[src/rtl/mdio_pkg.sv]
package mdio_pkg;
  localparam int FRAME_BITS = 64;
  localparam int CNT_W      = 6;
  localparam int DATA_W     = 16;
  localparam int ADDR_W     = 5;
  localparam int TA_FIRST   = 46;
  localparam int DATA_FIRST = 48;

  typedef struct packed {
    logic load;
    logic shift;
    logic sample;
    logic finish;
  } mdio_stb_t;
endpackage

[src/rtl/mdio_seq.sv]
module mdio_seq
  import mdio_pkg::*;
#(
  parameter int MDC_HALF = 2
) (
  input  logic      clk,
  input  logic      rstN,
  input  logic      cmdWrite,
  input  logic      isRead,
  output mdio_stb_t stb,
  output logic      mdc,
  output logic      mdioOe
);
  localparam int DIV_W = (MDC_HALF > 1) ? $clog2(MDC_HALF) : 1;

  logic             running;
  logic [DIV_W-1:0] divCnt;
  logic             mdcQ;
  logic [CNT_W-1:0] bitCnt;
  logic             tick;

  always_comb begin
    tick       = running && (divCnt == DIV_W'(MDC_HALF - 1));
    stb.load   = cmdWrite && !running;
    stb.shift  = tick && mdcQ;
    stb.sample = tick && !mdcQ && isRead && (bitCnt >= CNT_W'(DATA_FIRST));
    stb.finish = tick && mdcQ && (bitCnt == CNT_W'(FRAME_BITS - 1));
  end

  always_ff @(posedge clk) begin
    if (!rstN) begin
      running <= 1'b0;
      divCnt  <= '0;
      mdcQ    <= 1'b0;
      bitCnt  <= '0;
    end else if (stb.load) begin
      running <= 1'b1;
      divCnt  <= '0;
      mdcQ    <= 1'b0;
      bitCnt  <= '0;
    end else if (running) begin
      if (tick) begin
        divCnt <= '0;
        mdcQ   <= ~mdcQ;
        if (mdcQ) bitCnt <= bitCnt + 1'b1;
        if (stb.finish) running <= 1'b0;
      end else begin
        divCnt <= divCnt + 1'b1;
      end
    end
  end

  assign mdc    = mdcQ;
  assign mdioOe = running && !(isRead && (bitCnt >= CNT_W'(TA_FIRST)));
endmodule

[src/rtl/mdio_dp.sv]
module mdio_dp
  import mdio_pkg::*;
(
  input  logic        clk,
  input  logic        rstN,
  input  mdio_stb_t   stb,
  input  logic        selfWrite,
  input  logic [26:0] wrData,
  input  logic        mdioIn,
  output logic [31:0] cmdWord,
  output logic [ADDR_W-1:0] selfPhy,
  output logic        isRead,
  output logic        mdioOut
);
  logic [DATA_W-1:0]     dataQ;
  logic [ADDR_W-1:0]     phyQ;
  logic [ADDR_W-1:0]     regQ;
  logic                  rdQ;
  logic                  validQ;
  logic                  busyQ;
  logic [FRAME_BITS-1:0] shiftQ;
  logic [DATA_W-1:0]     rxQ;
  logic [ADDR_W-1:0]     selfQ;
  logic [FRAME_BITS-1:0] frameNext;

  always_comb begin
    frameNext = {32'hFFFF_FFFF, 2'b01,
                 wrData[26] ? 2'b10 : 2'b01,
                 wrData[20:16], wrData[25:21],
                 2'b10,
                 wrData[26] ? 16'h0000 : wrData[15:0]};
  end

  always_ff @(posedge clk) begin
    if (!rstN) begin
      dataQ  <= '0;
      phyQ   <= '0;
      regQ   <= '0;
      rdQ    <= 1'b0;
      validQ <= 1'b0;
      busyQ  <= 1'b0;
      shiftQ <= '0;
      rxQ    <= '0;
      selfQ  <= '0;
    end else begin
      if (stb.load) begin
        dataQ  <= wrData[15:0];
        phyQ   <= wrData[20:16];
        regQ   <= wrData[25:21];
        rdQ    <= wrData[26];
        validQ <= 1'b0;
        busyQ  <= 1'b1;
        shiftQ <= frameNext;
      end else begin
        if (stb.shift) shiftQ <= {shiftQ[FRAME_BITS-2:0], 1'b0};
        if (stb.finish) begin
          busyQ <= 1'b0;
          if (rdQ) begin
            dataQ  <= rxQ;
            validQ <= 1'b1;
          end
        end
      end
      if (stb.sample) rxQ <= {rxQ[DATA_W-2:0], mdioIn};
      if (selfWrite) selfQ <= wrData[ADDR_W-1:0];
    end
  end

  assign cmdWord = {3'b000, busyQ, validQ, rdQ, regQ, phyQ, dataQ};
  assign selfPhy = selfQ;
  assign isRead  = rdQ;
  assign mdioOut = shiftQ[FRAME_BITS-1];
endmodule

[src/rtl/mdio_cmd_ctrl.sv]
module mdio_cmd_ctrl
  import mdio_pkg::*;
#(
  parameter int MDC_HALF = 2
) (
  input  logic        clk,
  input  logic        rstN,
  input  logic        busWrEn,
  input  logic        busAddr,
  input  logic [26:0] busWrData,
  output logic [31:0] busRdData,
  output logic        mdc,
  output logic        mdioOut,
  output logic        mdioOe,
  input  logic        mdioIn
);
  mdio_stb_t         stb;
  logic [31:0]       cmdWord;
  logic [ADDR_W-1:0] selfPhy;
  logic              isRead;

  mdio_seq #(.MDC_HALF(MDC_HALF)) u_seq (
    .clk      (clk),
    .rstN     (rstN),
    .cmdWrite (busWrEn && !busAddr),
    .isRead   (isRead),
    .stb      (stb),
    .mdc      (mdc),
    .mdioOe   (mdioOe)
  );

  mdio_dp u_dp (
    .clk       (clk),
    .rstN      (rstN),
    .stb       (stb),
    .selfWrite (busWrEn && busAddr),
    .wrData    (busWrData),
    .mdioIn    (mdioIn),
    .cmdWord   (cmdWord),
    .selfPhy   (selfPhy),
    .isRead    (isRead),
    .mdioOut   (mdioOut)
  );

  assign busRdData = busAddr ? {27'd0, selfPhy} : cmdWord;
endmodule

[config.mk]
export PLATFORM = sky130hd
export DESIGN_NAME = mdio_cmd_ctrl
export DESIGN_NICKNAME = d
export VERILOG_FILES = /design/src/rtl/mdio_pkg.sv /design/src/rtl/mdio_seq.sv /design/src/rtl/mdio_dp.sv /design/src/rtl/mdio_cmd_ctrl.sv
export SDC_FILE = /design/constraint.sdc
export NUM_CORES = 1
export LEC_CHECK = 0
export ABC_CLOCK_PERIOD_IN_PS = 2100
export BUFFER_PORTS_ARGS = -buffer_cell sky130_fd_sc_hd__buf_2
export CORE_MARGIN = 2
export CORE_UTILIZATION = 30
export CTS_CLUSTER_SIZE = 28
export DETAILED_ROUTE_END_ITERATION = 10
export PLACE_DENSITY = 0.56
export SLEW_MARGIN = 20
export SYNTH_ARGS = -nofsm -noshare
export SYNTH_HDL_FRONTEND = slang
export SYNTH_SLANG_ARGS = --single-unit
[constraint.sdc]
create_clock -name clk -period 2.1 [get_ports clk]
set_input_delay 0.42 -clock clk [delete_from_list [all_inputs] [get_ports clk]]
set_output_delay 0.42 -clock clk [all_outputs]
set_load 0.02 [all_outputs]
==> impl_metrics.csv <==
group,metric,value,unit
outcome,status,"completed",
cts,root_buffer,"clkbuf_16",
placement,gp_congestion,0.704,
logic_synthesis,ys.warnings.count,0,
cts,cts_buffers,17,
global_routing,grt_max_degree,96,
floorplan,die_h,136,µm
hold_path,hold-path-cell-count,3,
cts,cts_hold_repair.buffers,0,
setup_path,setup.worst_path.class,"reg2out",
logic_synthesis,ys_ff_latch,123,
logic_synthesis,syn_area,0.00519,mm²
setup_path,r2r-end,"u_dp.dataQ[3]",
detailed_routing,drtIter0Drc,295,
detailed_routing,wl_per_cell,13.4,µm
finish,syn2layout_area_growth,21.5,%
hold_path,whs_endpoint,"u_dp.dataQ[9]",
pwr,p_leak,2.30,nW
cts,post_cts_resized,0,
pwr,max-vdd-ir-drop,482,µV
detailed_routing,first_pass_iters,4,
detailed_routing,vias_per_cell,4.75,
cts,clkTransAtPathRegs,0.05,ns
cts,cts_post_setup_buffers_inserted,0,
placement,io_buffers,63,
cts,worstSkewPairLatency,0.41,ns
logic_synthesis,synth_edf_count,0,
detailed_routing,ant_nets,0,
hold_path,hold_path.class,"in2reg",
global_routing,grt_usage,13.6,%
sta,hold_slack,0.250,ns
global_routing,grt_pass1_wl,19.8,mm
setup_path,start_kind,"flop",
sta,skew,0.0121,ns
floorplan,row_count,48,
floorplan,core_area,0.0171,mm²
floorplan,fp.dieW,136,µm
setup_path,required,1.68,ns
sta,hold_viol,0,
global_routing,grt_pass1_vias,3895,
logic_synthesis,yosys.area.top_type,"dfxtp_1",
sta,fmax,542,MHz
setup_path,crit_arrival,1.42,ns
setup_path,reg2reg_depth,6,
logic_synthesis,ys_seq_area_share,47.4,%
logic_synthesis,synth.most_common_cell,"nand2_1",
detailed_routing,vias,4277,
global_routing,antenna_found_initial,0,
logic_synthesis,netlist_instances,620,
cts,cts_buffer_depth,2,
placement,place_hpwl,7.62,mm
finish,drive_gt1_share,22.1,%
sta,setup-tns-final,0,ns
logic_synthesis,syn_avg_cell_area,8.38,µm²
setup_path,crit_fanout,4,
floorplan,initial_core_util,30.3,%
setup_path,cp-end-kind,"output port",
setup_path,timing.rr.start,"u_seq.bitCnt[0]",
setup_path,startpoint,"u_seq.bitCnt[2]",
logic_synthesis,yosys.area.top_type_share,47.4,%
detailed_routing,routed_wl,12.1,mm
logic_synthesis,synth_area_leaders,"dfxtp_1 (47%), nand2_1 (15%), a311oi_2 (7.5%)",
logic_synthesis,synthFlopType,"dfxtp_1",
global_routing,grt_overflow,0,
finish,nets,697,
sta,setup_violations,0,
cts,cts_tree,"done",
logic_synthesis,synthArstFlopShare,0,%
sta,rsz0062_at_grt,"no",
sta,slew_headroom,60.8,%
finish,diodes,0,
detailed_routing,drc,0,
floorplan,die_area,0.0184,mm²
sta,tightestPinTransition,0.588,ns
run,max_cap_viol_count,0,
cts,cts_sinks,123,
logic_synthesis,synth_cell_type_count,35,
setup_path,r2r_slack,0.40,ns
floorplan,ios,67,
sta,timing.final.crit_share,87.8,%
sta,period_needed,1.84,ns
logic_synthesis,synth_common_cells,"nand2_1 (204), dfxtp_1 (123), a21oi_1 (58)",
hold_path,hp-start,"busWrData[9]",
cts,htree_levels,4,
sta,final_max_slew_viol_count,0,
pwr,power.density,935,mW/mm²
## cell families (layout without fill, tap and decap cells)
family          count (synthesis)  count (layout)  share of synthesized area [%]
buf+inv                        59             112                           6.02
xor+xnor                        7               7                           1.18
mux                            21              21                           4.17
other cells                     1               3                         0.0722
compound gates                138             138                           19.2
fa+ha+maj                       1               1                          0.241
flops                         123             123                           47.4
simple gates                  270             270                           21.7
## cells in the final DEF, fill, tap and decap left out, types with 3 or more instances in the layout
cell type and n:
a311oi_2 26, a21oi_1 58, nor2_1 20, conb_1 3
nand3_1 8, xor2_1 5, clkinv_2 4, buf_2 63
dfxtp_1 123, o21ai_1 8, buf_4 12, mux2i_1 16
o21ai_0 10, buf_12 5, mux2_2 5, nand2_1 204
clkbuf_16 17, clkbuf_8 7, nor2b_1 24, a31oi_1 35
## where the power goes
group / internal, mW / leakage (nW) / switching, mW / total, mW
Clock: 1.95 / 0.304 / 0.987 / 2.94
Sequential: 2.46 / 1.01 / 0.0635 / 2.52
Combinational: 0.177 / 0.986 / 0.266 / 0.444
## layout make-up
type                            instances  area [µm²]
Fill cell                            1738       10800
Sequential cell                       123        2460
Multi-Input combinational cell        440        2450
Clock buffer                           24         522
Timing Repair Buffer                   80         505
Tap cell                              225         282
Clock inverter                          6        83.8
Inverter                                2        8.76
## state kept, by name (all words and copies together), names as in the netlist, 5 cells and up
signal / count
u_dp.shiftQ: 64
u_dp.selfPhy: 5
u_seq.bitCnt: 6
u_dp.regQ: 5
u_dp.phyQ: 5
u_dp.dataQ: 16
u_dp.rxQ: 16
## metrics by stage
stage                     total power, mW  area, µm²  instances  setup WS [ns]  utilization [%]
final                                5.90       6310        900          0.256             36.9
after global routing                 6.14       6310        900          0.195             36.9
after CTS                            5.97       6310        900          0.240             36.9
after detailed placement             3.01       5700        870          0.390             33.3
after global placement               3.01       5700        870          0.386             33.3
after floorplan                      2.88       5200        622          0.258                -
## how the worst max path moves through the flow
stage | slack (ns) | cells after the start | endpoint
after floorplan | 0.26 | 3 | busRdData[4]
after global placement | 0.39 | 4 | u_dp.rxQ[13]
after detailed placement | 0.39 | 4 | u_dp.rxQ[14]
after CTS | 0.24 | 4 | mdioOe
after global routing | 0.19 | 4 | mdioOe
final | 0.26 | 4 | mdioOe
## metal layers
| layer | wire (µm) | part of all wire [%] | track usage, % | vias up |
|---|---|---|---|---|
| met5 | 0 | 0 | 0 | - |
| met1 | 5910 | 49 | 18.1 | 2013 |
| met2 | 5560 | 46 | 20.8 | 64 |
| met4 | 180 | 1.5 | 5.61 | 0 |
| met3 | 405 | 3.4 | 3.70 | 14 |
| li1 | - | - | - | 2186 |
## critical path, cell delays in order (launching register included)
cell	delay, ns
dfxtp_1	0.34
and3_1	0.19
o211ai_1	0.14
and2_1	0.17
buf_2	0.17
Power figures use the tool's default switching activity.
